File: config.mk
export PLATFORM = sky130hd
export DESIGN_NAME = i2c_xfer_engine
export DESIGN_NICKNAME = d
export VERILOG_FILES = /design/src/rtl/i2c_xfer_pkg.sv /design/src/rtl/i2c_scl_timer.sv /design/src/rtl/i2c_bit_seq.sv /design/src/rtl/i2c_xfer_engine.sv
export SDC_FILE = /design/constraint.sdc
export NUM_CORES = 1
export LEC_CHECK = 0
export ABC_AREA = 1
export BUFFER_PORTS_ARGS = -buffer_cell sky130_fd_sc_hd__buf_2
export CAP_MARGIN = 25
export CORE_MARGIN = 10
export CORE_UTILIZATION = 32
export CTS_BUF_LIST = sky130_fd_sc_hd__clkbuf_4 sky130_fd_sc_hd__clkbuf_8
export CTS_CLUSTER_DIAMETER = 150
export DETAILED_ROUTE_END_ITERATION = 10
export GPL_ROUTABILITY_DRIVEN = 1
export MAX_ROUTING_LAYER = met4
export PLACE_DENSITY = 0.58
export SYNTH_ARGS = -nofsm -noshare
export SYNTH_HDL_FRONTEND = slang
export SYNTH_SLANG_ARGS = --single-unit
File: constraint.sdc
create_clock -name clk -period 6.82 [get_ports clk]
set_clock_uncertainty 0.2 [all_clocks]
set_input_delay 1.364 -clock clk [delete_from_list [all_inputs] [get_ports clk]]
set_output_delay 1.364 -clock clk [all_outputs]
set_load 0.01 [all_outputs]
File: src/rtl/i2c_xfer_pkg.sv
package i2c_xfer_pkg;
   // Sequencer phase: SCL low, SCL high, closing low phase
   typedef enum logic [1:0] {
      PH_IDLE = 2'd0,
      PH_LOW  = 2'd1,
      PH_HIGH = 2'd2,
      PH_TAIL = 2'd3
   } phase_e;

   localparam int CODE_W_DEF     = 3;
   localparam int MAX_CODE_DEF   = 6;
   localparam int EXP_BASE_DEF   = 4;
   localparam int HIGH_EXTRA_DEF = 4;
endpackage

File: src/rtl/i2c_scl_timer.sv
module i2c_scl_timer #(
   parameter int CODE_W     = i2c_xfer_pkg::CODE_W_DEF,
   parameter int MAX_CODE   = i2c_xfer_pkg::MAX_CODE_DEF,
   parameter int EXP_BASE   = i2c_xfer_pkg::EXP_BASE_DEF,
   parameter int HIGH_EXTRA = i2c_xfer_pkg::HIGH_EXTRA_DEF,
   localparam int MAX_LO    = 1 << (MAX_CODE + EXP_BASE - 1),
   localparam int CNT_W     = $clog2(MAX_LO + HIGH_EXTRA + 1)
) (
   input  logic              clk,
   input  logic              rst_n,
   input  logic              run,
   input  logic              hi_phase,
   input  logic [CODE_W-1:0] code,
   input  logic              scl_in,
   output logic              phase_end,
   output logic              sample_stb
);
   if (MAX_CODE >= (1 << CODE_W)) begin : g_bad_code
      $error("i2c_scl_timer: MAX_CODE does not fit in CODE_W");
   end
   if (EXP_BASE < 1) begin : g_bad_base
      $error("i2c_scl_timer: EXP_BASE must be at least 1");
   end

   logic [CODE_W-1:0] eff_code;
   logic [CNT_W-1:0]  lo_len, hi_len, limit, cnt;
   logic              advance;

   // Reserved codes above MAX_CODE fold onto the slowest rate
   always_comb begin
      eff_code = (code > CODE_W'(MAX_CODE)) ? CODE_W'(MAX_CODE) : code;
      lo_len   = CNT_W'(1) << (int'(eff_code) + EXP_BASE - 1);
   end

   if (HIGH_EXTRA == 0) begin : g_sym
      assign hi_len = lo_len;
   end else begin : g_asym
      assign hi_len = lo_len + CNT_W'(HIGH_EXTRA);
   end

   assign limit      = hi_phase ? hi_len : lo_len;
   // High phase only advances once the wired line is really high
   assign advance    = !hi_phase || scl_in;
   assign phase_end  = run && advance && (cnt == limit - CNT_W'(1));
   assign sample_stb = run && hi_phase && scl_in && (cnt == '0);

   always_ff @(posedge clk or negedge rst_n) begin
      if (!rst_n)                cnt <= '0;
      else if (!run || phase_end) cnt <= '0;
      else if (advance)          cnt <= cnt + CNT_W'(1);
   end
endmodule

File: src/rtl/i2c_bit_seq.sv
module i2c_bit_seq
   import i2c_xfer_pkg::*;
#(
   parameter int DATA_W  = 8,
   parameter int CODE_W  = CODE_W_DEF,
   localparam int BC_W   = $clog2(DATA_W),
   localparam int IDX_W  = $clog2(DATA_W + 2)
) (
   input  logic              clk,
   input  logic              rst_n,
   input  logic              start,
   input  logic              rx_dir,
   input  logic [DATA_W-1:0] tx_data,
   input  logic [BC_W-1:0]   bit_cnt,
   input  logic              ack_en,
   input  logic [CODE_W-1:0] clk_code,
   input  logic              sda_in,
   input  logic              phase_end,
   input  logic              sample_stb,
   output logic [CODE_W-1:0] code_q,
   output logic              hi_phase,
   output logic              scl_oe,
   output logic              sda_oe,
   output logic              busy,
   output logic              done,
   output logic [DATA_W-1:0] rx_data,
   output logic              ack_bit
);
   if (DATA_W < 2 || (1 << BC_W) != DATA_W) begin : g_bad_width
      $error("i2c_bit_seq: DATA_W must be a power of two, at least 2");
   end

   phase_e            ph;
   logic [IDX_W-1:0]  idx, nbits, last;
   logic              rx_m, ack_m, in_data;
   logic [DATA_W-1:0] shreg;

   assign in_data  = idx < nbits;
   assign last     = nbits + IDX_W'(ack_m) - IDX_W'(1);
   assign busy     = (ph != PH_IDLE);
   assign hi_phase = (ph == PH_HIGH);
   assign scl_oe   = (ph == PH_LOW) || (ph == PH_TAIL);

   always_comb begin
      sda_oe = 1'b0;
      if (ph == PH_LOW || ph == PH_HIGH) begin
         if (in_data) sda_oe = !rx_m && !shreg[DATA_W-1];
         else         sda_oe = rx_m;  // receiver acknowledges
      end
   end

   always_ff @(posedge clk or negedge rst_n) begin
      if (!rst_n) begin
         ph      <= PH_IDLE;
         idx     <= '0;
         nbits   <= IDX_W'(DATA_W);
         rx_m    <= 1'b0;
         ack_m   <= 1'b0;
         code_q  <= '0;
         shreg   <= '0;
         rx_data <= '0;
         ack_bit <= 1'b1;
         done    <= 1'b0;
      end else begin
         done <= 1'b0;
         unique case (ph)
            PH_IDLE: if (start) begin
               ph      <= PH_LOW;
               idx     <= '0;
               nbits   <= (bit_cnt == '0) ? IDX_W'(DATA_W) : IDX_W'(bit_cnt);
               rx_m    <= rx_dir;
               ack_m   <= ack_en;
               code_q  <= clk_code;
               shreg   <= tx_data;
               rx_data <= '0;
               ack_bit <= 1'b1;
            end
            PH_LOW: if (phase_end) ph <= PH_HIGH;
            PH_HIGH: begin
               if (sample_stb) begin
                  if (in_data) begin
                     if (rx_m) rx_data <= {rx_data[DATA_W-2:0], sda_in};
                  end else if (!rx_m) begin
                     ack_bit <= sda_in;
                  end
               end
               if (phase_end) begin
                  shreg <= {shreg[DATA_W-2:0], 1'b0};
                  if (idx == last) begin
                     ph <= PH_TAIL;
                  end else begin
                     idx <= idx + IDX_W'(1);
                     ph  <= PH_LOW;
                  end
               end
            end
            PH_TAIL: if (phase_end) begin
               ph   <= PH_IDLE;
               done <= 1'b1;
            end
            default: ph <= PH_IDLE;
         endcase
      end
   end
endmodule

File: src/rtl/i2c_xfer_engine.sv
module i2c_xfer_engine
   import i2c_xfer_pkg::*;
#(
   parameter int DATA_W     = 8,
   parameter int CODE_W     = CODE_W_DEF,
   parameter int MAX_CODE   = MAX_CODE_DEF,
   parameter int EXP_BASE   = EXP_BASE_DEF,
   parameter int HIGH_EXTRA = HIGH_EXTRA_DEF,
   localparam int BC_W      = $clog2(DATA_W)
) (
   input  logic              clk,
   input  logic              rst_n,
   input  logic              start_i,
   input  logic              rx_dir_i,
   input  logic [DATA_W-1:0] tx_byte_i,
   input  logic [BC_W-1:0]   bit_cnt_i,
   input  logic              ack_en_i,
   input  logic [CODE_W-1:0] clk_sel_i,
   input  logic              sda_i,
   input  logic              scl_i,
   output logic              sda_oe_o,
   output logic              scl_oe_o,
   output logic              busy_o,
   output logic              done_o,
   output logic [DATA_W-1:0] rx_byte_o,
   output logic              ack_bit_o
);
   logic              phase_end, sample_stb, hi_phase;
   logic [CODE_W-1:0] code_q;

   i2c_bit_seq #(.DATA_W(DATA_W), .CODE_W(CODE_W)) seq_i (
      .clk        (clk),
      .rst_n      (rst_n),
      .start      (start_i),
      .rx_dir     (rx_dir_i),
      .tx_data    (tx_byte_i),
      .bit_cnt    (bit_cnt_i),
      .ack_en     (ack_en_i),
      .clk_code   (clk_sel_i),
      .sda_in     (sda_i),
      .phase_end  (phase_end),
      .sample_stb (sample_stb),
      .code_q     (code_q),
      .hi_phase   (hi_phase),
      .scl_oe     (scl_oe_o),
      .sda_oe     (sda_oe_o),
      .busy       (busy_o),
      .done       (done_o),
      .rx_data    (rx_byte_o),
      .ack_bit    (ack_bit_o)
   );

   i2c_scl_timer #(
      .CODE_W(CODE_W), .MAX_CODE(MAX_CODE),
      .EXP_BASE(EXP_BASE), .HIGH_EXTRA(HIGH_EXTRA)
   ) timer_i (
      .clk        (clk),
      .rst_n      (rst_n),
      .run        (busy_o),
      .hi_phase   (hi_phase),
      .code       (code_q),
      .scl_in     (scl_i),
      .phase_end  (phase_end),
      .sample_stb (sample_stb)
   );
endmodule

Word level (Yosys, flattened, before mapping)

Index checks and enable logic that the tools add are counted.

Add/subtract/negate cells: 8
Order comparisons: 2
Eq/ne operators: 15
Shift operators: 1
Muxes and demuxes: 32
Reductions and logical operators: 26

Operator list:

| cell                  | count |
|---|---|
| $mux 8                | 6 |
| $pmux 8 s2            | 2 |
| $shl 1x32->10 const A | 1 |
| $sub 32x2->32 const B | 1 |
| $mux 10               | 3 |
| $mux 4                | 4 |
| $ne 2x2->1 const B    | 8 |
| $add 10x1->10 const B | 1 |
| $add 10x3->10 const B | 1 |
| $eq 10x10->1          | 1 |
| $logic_not 10->1      | 1 |
| $mux 2                | 5 |
| $reduce_and 5->1      | 2 |
| $sub 10x1->10 const B | 1 |
| $mux 1                | 8 |
| $pmux 2 s4            | 1 |
| $pmux 4 s2            | 1 |
| $reduce_and 4->1      | 2 |
| $logic_and 1x1->1     | 6 |
| $reduce_bool 2->1     | 3 |
| $add 3x3->4 const B   | 1 |
| $add 4x1->4           | 1 |
| $add 4x1->4 const B   | 1 |
| $eq 2x2->1 const B    | 2 |
| other kinds (14)      | 21 |

Bits in registers: 43
Bits of input ports: 21
Output and inout bits: 13
Word-level logic and storage cells: 95

Logic depth before layout (Yosys ltp)

Depth in word-level cells: 12
Gate-level depth with buffers: 25
Gate-level depth less buffers: 24

Hierarchy

Synthesis repeated with hierarchy kept, for this count alone.

Cells, all modules: 382
Area, all modules: 2949.1 um2

By module, submodules not included:

| module        | times used | cells an instance | area each (um2) | seq. area each (um2) |
|---|---|---|---|---|
| i2c_bit_seq   | 1          | 240               | 1990.7          | 828.3 |
| i2c_scl_timer | 1          | 142               | 958.4           | 250.2 |

Worst setup path before layout

Ideal clock, no wire load.

Kind: register -> register
From: register seq_i.code_q[1]
To: register seq_i.shreg[5]
Library setup time: 0.122 ns
Data arrival time: 2.713 ns
Required time: 6.498 ns
Path slack: 3.785 ns
Stages on the path, launching flop included: 24
Buffers on the path: 1
Period minus slack after synthesis: 3.035 ns
Cell sequence: dfrtp_1 > ha_1 > inv_2 > nand3_2 > nand2_4 > nand2_4 > nand2_4 > inv_1 > nor2_1 > ha_1 > nand2_1 > inv_1 > nand4_1 > nand2_1 > nand2_1 > nor2_1 > nand2_1 > xnor2_2 > nand3_4 > nand2_4 > nand2_4 > buf_6 > nand2_2 > o21ai_2

Cells in the longest elaborated chain, start to end: 12

RTL lines:

| what                                | RTL line            | text |
|---|---|---|
| start, declared                     | i2c_bit_seq.sv:20   | `output logic [CODE_W-1:0] code_q,` |
| start signal, assigned              | i2c_bit_seq.sv:73   | `code_q <= clk_code;` |
| $gt 3x3->1                          | i2c_scl_timer.sv:31 | `eff_code = (code > CODE_W'(MAX_CODE)) ? CODE_W'(MAX_CODE) : code;` |
| $mux 3 *                            | i2c_scl_timer.sv:31 |  |
| $add 3x3->4 *                       | i2c_scl_timer.sv:32 | `lo_len = CNT_W'(1) << (int'(eff_code) + EXP_BASE - 1);` |
| $sub 32x2->32 *                     | i2c_scl_timer.sv:32 |  |
| $shl 1x32->10 *                     | i2c_scl_timer.sv:32 |  |
| $add 10x3->10                       | i2c_scl_timer.sv:38 | `assign hi_len = lo_len + CNT_W'(HIGH_EXTRA);` |
| $mux 10 *                           | i2c_scl_timer.sv:41 | `assign limit = hi_phase ? hi_len : lo_len;` |
| $sub 10x1->10 *                     | i2c_scl_timer.sv:44 | `assign phase_end = run && advance && (cnt == limit - CNT_W'(1));` |
| $eq 10x10->1 *                      | i2c_scl_timer.sv:44 |  |
| $logic_and 1x1->1 *                 | i2c_scl_timer.sv:44 |  |
| $ne 2x2->1 (no source line) *       | --                  |  |
| $reduce_and 3->1 (no source line) * | --                  |  |
| end signal, assigned                | i2c_bit_seq.sv:74   | `shreg <= tx_data;` |
| end signal, assigned                | i2c_bit_seq.sv:88   | `shreg <= {shreg[DATA_W-2:0], 1'b0};` |
| end, declared                       | i2c_bit_seq.sv:36   | `logic [DATA_W-1:0] shreg;` |

Every way passes the cells marked *; elsewhere a longest branch is shown, timed or not.
A chain may end at the register's enable or synchronous reset.

Worst setup path in the final report

From: register seq_i.nbits[3]
To: output sda_oe_o

Cells in the longest elaborated chain, start to end: 3

RTL lines:

| what                   | RTL line              | text |
|---|---|---|
| start, declared        | i2c_bit_seq.sv:34     | `logic [IDX_W-1:0] idx, nbits, last;` |
| start signal, assigned | i2c_bit_seq.sv:56     | `nbits <= IDX_W'(DATA_W);` |
| start signal, assigned | i2c_bit_seq.sv:70     | `nbits <= (bit_cnt == '0) ? IDX_W'(DATA_W) : IDX_W'(bit_cnt);` |
| $lt 4x4->1             | i2c_bit_seq.sv:38     | `assign in_data = idx < nbits;` |
| $mux 1                 | i2c_bit_seq.sv:47     | `if (in_data) sda_oe = !rx_m && !shreg[DATA_W-1];` |
| $mux 1                 | i2c_bit_seq.sv:46     | `if (ph == PH_LOW \|\| ph == PH_HIGH) begin` |
| end, declared          | i2c_xfer_engine.sv:21 | `output logic sda_oe_o,` |

No other way between the ends.

==> flow_summary_export.csv <==
group,metric,value,unit
place,dp_hpwl,5370,um
setup_path,cp.arrival,1940,ps
timing,fin_setup_tns,0,ps
power,ir_drop,0.175,mV
layout,finalNonFillerCells,534,
synthesis,synth_nets,431,
power,p_sw,0.667,mW
timing,slew_headroom,64.8,%
place,place.gp.congestion,0.903,
global_routing,antenna_found_initial,0,
power,combPwrFrac,57.0,%
synthesis,ys_types,39,
timing,setup_violations,0,
synthesis,ys_seq_elements,43,
setup_path,startpoint_type,"flip-flop",
detailed_routing,drcViolationCount,0,
setup_path,crit_path_max_fanout,3,
place,placed_area,0.00329,mm^2
power,p_leak,1.69,nW
layout,nets,466,
cts,cts_buffers,5,
timing,worst_slew_pin_slew,527,ps
timing,drv_slew,0,
cts,path_clk_slew,80,ps
setup_path,cpMostUsedCell,"nand2_1",
setup_path,crit_required,5260,ps
setup_path,crit_path_max_incr_delay,550,ps
global_routing,first_global_vias,2697,
synthesis,ys.flop_type,"dfrtp_1",
floorplanning,num_rows,35,
synthesis,avgSynthCellArea,7.81,um^2
floorplanning,io_pins,34,
global_routing,grt_util_all_layers,11.1,%
detailed_routing,drt-total-wl,6880,um
cts,clock_path_buffers,2,
setup_path,crit_type,"reg2out",
cts,cts_tree,"yes",
synthesis,synth_cells,387,
setup_path,worstPathBufferInverterCount,2,
layout,final_cell_area,0.00343,mm^2
power,power.internal,0.735,mW
floorplanning,core_area,0.00920,mm^2
detailed_routing,drt_iter0_markers,111,
power,p_per_area,409,mW/mm^2
timing,period_minus_slack,3500,ps
place,dpl.cell_count,525,
synthesis,ys_seq_area_share,35.7,%
timing,fin_ws,3320,ps
hold_path,hp-class,"reg2reg",
detailed_routing,firstDrtPassIters,4,
power,switching_share,47.6,%
detailed_routing,avgRoutedWirePerCell,12.9,um
cts,cts_sinks,43,
global_routing,grt_max_degree,44,
setup_path,crit_path_end_kind,"output port",
layout,drive_gt1_share,19.1,%
power,seqPwrFrac,28.2,%
global_routing,grt_overflow_total,0,
floorplanning,dieArea,0.0137,mm^2
cts,clk_latency,290,ps
detailed_routing,via_count,2589,
timing,fmax,286,MHz
layout,areaGrowthSynthToFinish,13.5,%
job,drv_cap,0,
setup_path,path_delay_family,"flip-flops",
timing,rsz0062_at_grt,"no",
place,dp_slack,3460,ps
layout,final_util,37.3,%
cts,hold_buffers,0,
setup_path,cpMaxStageDelayCell,"dfstp_2",
floorplanning,die_h,117,um
cts,h-tree-depth,2,
cts,post_cts_resized,0,
cts,root_buffer,"clkbuf_8",
synthesis,synth_area,0.00302,mm^2
setup_path,cp_cell_sequence,"inv_1 -> ha_1 -> nand2_1 -> a21oi_1 -> a211o_1 -> nand2_1 -> o211a_1 -> buf_2",
synthesis,yosys_warnings,0,
cts,cts_setup_buffers,0,
detailed_routing,ant_nets,0,
place,io_buffers,33,
synthesis,synth-edff-count,0,
floorplanning,die_w,117,um
detailed_routing,routed_via_density,4.85,
floorplanning,initial_core_util,32.9,%
layout,final_common_cell,"nand2_1",
layout,final_cell_mix,"nand2_1, inv_1, dfrtp_1, nor2_1, buf_2",
timing,hold_viol_final,0,
global_routing,grt_pass1_wl,12200,um
synthesis,async_reset_ff_share,100,%
power,clockPowerShare,14.9,%
layout,n_antenna_cell,0,
run_status,status,"finished, final reports clean",
timing,period_share,51.3,%
[sequential cells by signal, summed over array words and instances, names as in the netlist, 2 cells and up]
signal and cells:
seq_i.idx 4, seq_i.code_q 3, seq_i.rx_data 8, timer_i.cnt 10, seq_i.shreg 8, seq_i.ph 2, seq_i.nbits 4
[layout make-up]
cell class	count	area [um^2]
inverters	54	203
repair buffers	35	193
fillers	952	5770
clock inverters	2	35.0
multi-input cells	283	1700
flip-flops and latches	43	1080
clock buffers	6	82.6
well taps	111	139
[kinds of logic after synthesis]
kind of cell	after synthesis	share of synthesized area (%)
and+or+nand+nor	186	29.8
buffers and inverters	61	8.12
AOI/OAI and AO/OA	56	11.1
DFF	43	35.7
adders and majority gates	23	9.52
xor gates and xnor gates	11	3.44
muxes	7	2.32
[cell usage after synthesis, types with 2 or more instances]
cell,n,area (um^2)
nand2_1,80,300
xor2_1,4,35.0
dfstp_2,2,52.6
inv_1,48,180
mux2i_1,7,70.1
inv_2,5,18.8
xnor2_1,6,52.6
o21bai_1,2,15.0
nor3b_1,5,37.5
o21ai_2,9,78.8
nand4_1,13,81.3
nand3_1,28,140
nand2_4,5,56.3
clkbuf_1,3,11.3
a21oi_1,14,70.1
nand3_2,2,20.0
nor2_4,2,22.5
nor3_1,5,25.0
nand2_2,6,37.5
or2_2,2,12.5
ha_1,23,288
nor2_2,3,18.8
dfrtp_1,41,1030
buf_4,2,15.0
o21ai_0,24,120
nor2_1,33,124
[routing by layer]
metal / part of all wire [%] / global-route usage (%) / vias up / wire length [um]
li1: - / - / 1330 / -
met1: 52 / 14.4 / 1206 / 3550
met2: 45 / 17.7 / 49 / 3120
met3: 2.6 / 2.14 / 4 / 182
met4: 0.48 / 2.22 / 0 / 33
met5: 0 / - / - / 0
[power groups by stage]
stage	sequential [mW]	clock, mW	combinational (mW)
4_1_cts	0.395	0.215	0.806
6_report	0.395	0.208	0.799
3_5_place_dp	0.399	0	0.803
3_3_place_gp	0.397	0	0.789
2_1_floorplan	0.387	0	0.649
5_1_grt	0.406	0.227	0.925
[metrics by stage]
step,power [mW],hold WS [ps]
after floorplan,1.04,253
after global placement,1.19,267
after detailed placement,1.20,270
after CTS,1.42,291
after global routing,1.56,312
final,1.40,290
[tightest hold or removal path, stage by stage, from the launching register on]
cell and delay [ps]:
dfrtp_1 350, nand2_1 70, o21ai_2 50
[path summary, 6_finish.rpt]
check,startpoint,end,slack (ps),cells past startpoint
worst max-delay path,seq_i.nbits[3]$_DFFE_PN1P_,sda_oe_o,3320,8
worst min-delay path,seq_i.shreg[7]$_DFFE_PN0P_,seq_i.shreg[7]$_DFFE_PN0P_,290,2
worst max register to register,seq_i.code_q[1]$_DFFE_PN0P_,seq_i.shreg[2]$_DFFE_PN0P_,3440,21
worst min register to register,seq_i.shreg[7]$_DFFE_PN0P_,seq_i.shreg[7]$_DFFE_PN0P_,290,2
max in group asynchronous,rst_n,seq_i.nbits[3]$_DFFE_PN1P_,5100,2
min in group asynchronous,rst_n,seq_i.ph[0]$_DFFE_PN0P_,770,1
(Power assumes the default switching activity.)
